**src/rtl/mbus_pkg.sv**
```systemverilog
package mbus_pkg;
  localparam int ADDR_W    = 16;
  localparam int DATA_W    = 8;
  localparam int HI_W      = ADDR_W - DATA_W;
  localparam int OFS_W     = 13;
  localparam int BASE_W    = ADDR_W - OFS_W;
  localparam int REG_IDX_W = 4;
  localparam int N_DEC     = 2;  // 0: read path, 1: write path

  typedef struct packed {
    logic              ale;
    logic              psen_n;
    logic              rd_n;
    logic              wr_n;
    logic              ce_n;
    logic [HI_W-1:0]   hi;
    logic [DATA_W-1:0] ad;
  } bus_t;

  localparam bus_t BUS_IDLE = '{ale: 1'b0, psen_n: 1'b1, rd_n: 1'b1, wr_n: 1'b1,
                                ce_n: 1'b1, hi: '0, ad: '0};
endpackage

```
**src/rtl/mbus_sync.sv**
```systemverilog
module mbus_sync #(
  parameter int           W   = 8,
  parameter logic [W-1:0] RST = '0
) (
  input  logic         clk_i,
  input  logic         rst_ni,
  input  logic [W-1:0] d_i,
  output logic [W-1:0] q_o
);
  logic [W-1:0] s1_q;

  always_ff @(posedge clk_i or negedge rst_ni) begin
    if (!rst_ni) begin
      s1_q <= RST;
      q_o  <= RST;
    end else begin
      s1_q <= d_i;
      q_o  <= s1_q;
    end
  end
endmodule

```
**src/rtl/mbus_decode.sv**
```systemverilog
module mbus_decode
  import mbus_pkg::*;
#(
  parameter logic [OFS_W-1:0] REG_OFS = 13'h1FF0
) (
  input  logic [ADDR_W-1:0] addr_i,
  input  logic [BASE_W-1:0] base_i,
  output logic              hit_o,
  output logic              is_reg_o,
  output logic              is_base_o,
  output logic [OFS_W-1:0]  ofs_o
);
  assign ofs_o     = addr_i[OFS_W-1:0];
  assign hit_o     = (addr_i[ADDR_W-1:OFS_W] == base_i);
  assign is_reg_o  = (ofs_o[OFS_W-1:REG_IDX_W] == REG_OFS[OFS_W-1:REG_IDX_W]);
  // last register slot holds the window base
  assign is_base_o = is_reg_o & (&ofs_o[REG_IDX_W-1:0]);
endmodule

```
**src/rtl/mux_bus_slave.sv**
```systemverilog
module mux_bus_slave
  import mbus_pkg::*;
#(
  parameter logic [BASE_W-1:0] BASE_RST = 3'd1,
  parameter logic [OFS_W-1:0]  REG_OFS  = 13'h1FF0
) (
  input  logic              clk_i,
  input  logic              rst_ni,
  input  logic              ale_i,
  input  logic              psen_ni,
  input  logic              rd_ni,
  input  logic              wr_ni,
  input  logic              ce_ni,
  input  logic [HI_W-1:0]   addr_hi_i,
  input  logic [DATA_W-1:0] ad_i,
  output logic [DATA_W-1:0] ad_o,
  output logic              ad_oe_o,
  output logic [OFS_W-1:0]  rd_addr_o,
  output logic              mem_rd_o,
  output logic              reg_rd_o,
  input  logic [DATA_W-1:0] rdata_i,
  output logic [OFS_W-1:0]  wr_addr_o,
  output logic [DATA_W-1:0] wdata_o,
  output logic              mem_wr_o,
  output logic              reg_wr_o
);
  bus_t bus_in, bus_s2;

  assign bus_in = '{ale: ale_i, psen_n: psen_ni, rd_n: rd_ni, wr_n: wr_ni,
                    ce_n: ce_ni, hi: addr_hi_i, ad: ad_i};

  mbus_sync #(
    .W  ($bits(bus_t)),
    .RST(BUS_IDLE)
  ) u_sync (
    .clk_i (clk_i),
    .rst_ni(rst_ni),
    .d_i   (bus_in),
    .q_o   (bus_s2)
  );

  // one extra stage for edge detection and pre-edge data
  logic              q_wr_n, q_ce_n;
  logic [HI_W-1:0]   q_hi;
  logic [DATA_W-1:0] q_ad;
  logic [DATA_W-1:0] lat_lo;
  logic [BASE_W-1:0] base_q;

  always_ff @(posedge clk_i or negedge rst_ni) begin
    if (!rst_ni) begin
      q_wr_n <= 1'b1;
      q_ce_n <= 1'b1;
      q_hi   <= '0;
      q_ad   <= '0;
      lat_lo <= '0;
    end else begin
      q_wr_n <= bus_s2.wr_n;
      q_ce_n <= bus_s2.ce_n;
      q_hi   <= bus_s2.hi;
      q_ad   <= bus_s2.ad;
      if (bus_s2.ale) lat_lo <= bus_s2.ad;
    end
  end

  logic [N_DEC-1:0][ADDR_W-1:0] dec_addr;
  logic [N_DEC-1:0]             dec_hit, dec_reg, dec_base;
  logic [N_DEC-1:0][OFS_W-1:0]  dec_ofs;

  assign dec_addr[0] = {bus_s2.hi, lat_lo};
  assign dec_addr[1] = {q_hi, lat_lo};

  for (genvar p = 0; p < N_DEC; p++) begin : g_dec
    mbus_decode #(.REG_OFS(REG_OFS)) u_dec (
      .addr_i   (dec_addr[p]),
      .base_i   (base_q),
      .hit_o    (dec_hit[p]),
      .is_reg_o (dec_reg[p]),
      .is_base_o(dec_base[p]),
      .ofs_o    (dec_ofs[p])
    );
  end

  // write path
  logic wr_rise, wr_fire, base_we;
  assign wr_rise = bus_s2.wr_n & ~q_wr_n;
  assign wr_fire = wr_rise & ~q_ce_n & dec_hit[1];
  assign base_we = wr_fire & dec_base[1];

  always_ff @(posedge clk_i or negedge rst_ni) begin
    if (!rst_ni) begin
      mem_wr_o  <= 1'b0;
      reg_wr_o  <= 1'b0;
      wr_addr_o <= '0;
      wdata_o   <= '0;
      base_q    <= BASE_RST;
    end else begin
      mem_wr_o <= wr_fire & ~dec_reg[1];
      reg_wr_o <= wr_fire & dec_reg[1] & ~dec_base[1];
      if (wr_fire && !dec_base[1]) begin
        wr_addr_o <= dec_ofs[1];
        wdata_o   <= q_ad;
      end
      if (base_we) base_q <= q_ad[BASE_W-1:0];
    end
  end

  // read path
  logic rd_act;
  assign rd_act    = (~bus_s2.psen_n | ~bus_s2.rd_n) & ~bus_s2.ce_n & dec_hit[0];
  assign rd_addr_o = dec_ofs[0];
  assign mem_rd_o  = rd_act & ~dec_reg[0];
  assign reg_rd_o  = rd_act & dec_reg[0] & ~dec_base[0];
  assign ad_oe_o   = rd_act;

  always_comb begin
    ad_o = '0;
    if (rd_act) begin
      if (dec_base[0]) ad_o = {{(DATA_W-BASE_W){1'b0}}, base_q};
      else             ad_o = rdata_i;
    end
  end
endmodule

```
**config.mk**
```make
export PLATFORM = sky130hd
export DESIGN_NAME = mux_bus_slave
export DESIGN_NICKNAME = d
export VERILOG_FILES = /design/src/rtl/mbus_pkg.sv /design/src/rtl/mbus_sync.sv /design/src/rtl/mbus_decode.sv /design/src/rtl/mux_bus_slave.sv
export SDC_FILE = /design/constraint.sdc
export NUM_CORES = 1
export LEC_CHECK = 0
export CAP_MARGIN = 20
export CORE_MARGIN = 4
export CORE_UTILIZATION = 40
export DETAILED_ROUTE_END_ITERATION = 8
export DONT_BUFFER_PORTS = 1
export GPL_ROUTABILITY_DRIVEN = 0
export HOLD_SLACK_MARGIN = 0.03
export PLACE_DENSITY = 0.64
export SKIP_LAST_GASP = 1
export SLEW_MARGIN = 10
export SYNTH_ARGS = -nofsm -noshare
export SYNTH_HDL_FRONTEND = slang
export SYNTH_SLANG_ARGS = --single-unit
```
**constraint.sdc**
```tcl
create_clock -name clk_i -period 2.3 [get_ports clk_i]
set_clock_uncertainty 0.1 [all_clocks]
set_input_delay 0.115 -clock clk_i [delete_from_list [all_inputs] [get_ports clk_i]]
set_output_delay 0.115 -clock clk_i [all_outputs]
set_load 0.1 [all_outputs]
```
==> results.txt <==
syn nets: 213
antenna viol nets, final: 0
diode count: 0
layout cell share with drive strength beyond 1: 0.469
routed wl met3: 467 um
Max Cap Viol: 0
Post-Synthesis Cells: 182
number of flops mapped to enable cells by yosys: 0
final core occ: 0.528
Root Driver: clkbuf_8
htree depth: 3
grt total ovfl: 0
Yosys reg bits: 94
pin count of the biggest net entering global routing: 95
distinct cell type count after synthesis: 25
YS warnings: 0
WL met1: 2290 um
Post-CTS Resized: 0
R2R setup slack: 0.46 ns
WL per Instance: 15.2 um
Cell Area, Synth: 3150 um2
met2 WL: 2560 um
worst setup margin: 0.153 ns
Max Transition Viols Final: 0
multi-input logic area: 671 um2
Critical Path End Type: output port
RSZ-0062 raised after global routing: no
Die Ht: 96.7 um
floorplan core area: 7690 um2
Sw Share: 0.375
initial antenna violation count: 0
Slew HR: 0.415
row count: 32
sequential share of power: 0.481
Achievable Freq: 466 MHz
via count: 1595
crit share post-route: 0.933
DRC violations left: 0
CTS clk-pin slew, worst paths: 0.10 ns
PwrDens: 957 nW/um2
final hold vios: 94
IO Pins: 78
measured slew at the worst slew-check pin: 0.877 ns
post-route minimum period: 2.15 ns
Hold WC Path Type: input port to asynchronous set/reset pin
Seq. cell area: 2370 um2
area growth from synthesis to layout: 28.9%
dpl hpwl: 3860 um
DRT iter0 DRCs: 77
P_int: 2.43 mW
Mapped Avg Cell Area: 17.3 um2
crit path max fanout: 5
Leak: 1.82 nW
Clock Latency Late Sink: 0.36 ns
clock sinks: 94
status: finished, violations left
overall routing resource usage: 0.125
CTS Buffer Depth: 2
global-route wire length before repair: 9180 um
Die Area: 9350 um2
Async SR Flop Fraction: 1.00
dpl ws: 0.350 ns
sequential share of the synthesized area: 0.752
Gate power share: 0.264
vias in the first global route: 1703
Worst EP required: 2.09 ns
Initial Util: 0.409
CTS tree: done
setup violators final: 0
Vias/cell: 4.48
filler instances: 645
Die W: 96.7 um
Num CTS Buffers: 9
Worst Setup Path Type: flip-flop to output port
Main synth FF type: dfrtp_1
Max IR drop VDD: 0.576 mV
DRT Pass-1 Iters: 4
hold_buf cts: 21
final wirelength: 5410 um
crit start category: flip-flop
Setup TNS Final: 0 ns
violated checks: negative hold slack
PortBufs: 0
Clk network pwr share: 0.255
top layer in use: met4
Total Power: 3.88 mW
CP Data Arrival Time: 1.93 ns
sw power: 1.45 mW
Final #Nets: 280
Fin Hold WS: -0.654 ns
## final cells by class
cell class | count | area share
Sequential cell | 94 | 0.583
Timing Repair Buffer | 72 | 0.174
Multi-Input combinational cell | 71 | 0.165
Tap cell | 102 | 0.0315
Clock buffer | 9 | 0.0305
Clock inverter | 7 | 0.0142
Inverter | 1 | 0.000926
## through the flow
stage               std cells  hold slack (ns)  area, um2
floorplan                 182           -0.281       3150
global placement          317           -0.277       3650
detailed placement        317           -0.277       3650
CTS                       354           -0.678       4040
global route              356           -0.678       4060
finish                    356           -0.654       4060
## power groups by stage
stage | clock network, mW | logic [mW] | registers (mW)
2_1_floorplan | 0 | 0.291 | 2.43
6_report | 0.991 | 1.02 | 1.87
5_1_grt | 1.09 | 1.06 | 1.89
3_5_place_dp | 0 | 1.00 | 1.90
3_3_place_gp | 0 | 0.997 | 1.90
4_1_cts | 1.03 | 1.03 | 1.87
## final timing paths
| kind | start | endpoint | cells after the start |
|---|---|---|---|
| hold / removal | rst_ni | q_ad[0] | 0 |
| setup reg to reg | base_q[0] | wdata_o[5] | 5 |
| hold reg to reg | u_sync.s1_q[1] | u_sync.q_o[1] | 0 |
| min in group clk_i | psen_ni | u_sync.s1_q[19] | 1 |
| setup / recovery | lat_lo[1] | ad_o[3] | 6 |
| max in group asynchronous | rst_ni | base_q[0] | 0 |
## placed cells by master (no fill, tap or decap), types with 4 or more instances in the layout
cell type      netlist  final
dfrtp_1             83     83
buf_4               15     42
mux2_2              30     30
dlygate4sd3_1        0     21
dfstp_2             11     11
clkbuf_8             0      9
buf_12               0      9
xnor2_1              6      6
and2_1               5      5
nor2_2               0      4
## per-layer routing
metal,track usage,up-vias
li1,-,737
met1,0.157,795
met4,0.0551,0
met2,0.191,56
met3,0.0526,7
met5,0,-
## repair_timing
action	in CTS	in global routing
pin swaps	1	2
setup endpoints to repair	8	8
buffers inserted	0	2
hold endpoints to repair	115	94
## cells in the mapped netlist (all sizes together), types with 2 or more instances
library cell	count	share of area
buf	15	0.036
nand4	4	0.013
and2	5	0.0099
mux2i	3	0.0095
nand3	2	0.0032
mux2	32	0.11
nor2	6	0.0072
dfrtp	83	0.66
a21oi	2	0.0044
nor3	4	0.012
dfstp	11	0.092
xnor2	6	0.017
nand2	2	0.0024
## critical path: stages (launching register included)
cell     delay [ns]
dfrtp_1        0.43
nand4_1        0.11
buf_4          0.17
nor4_4         0.36
nor2_1         0.13
and2_1         0.21
buf_12         0.17
## flip-flops by register name, indices dropped and copies added, names as in the netlist
name and count:
u_sync.s1_q 21, q_hi 8, mem_wr_o 1, q_ad 8, base_q 3, wr_addr_o 13, q_ce_n 1, lat_lo 8
wdata_o 8, reg_wr_o 1, u_sync.q_o 21, q_wr_n 1
## kinds of logic after synthesis
logic type / after synthesis / synth area share
multiplexers: 35 / 0.124
AND/OR/NAND/NOR: 28 / 0.0644
flip-flops: 94 / 0.752
XOR/XNOR: 6 / 0.0167
buffers and inverters: 17 / 0.0382
AO/OA/AOI/OAI: 2 / 0.00437
Note: power is estimated with default switching activity, not from simulation.
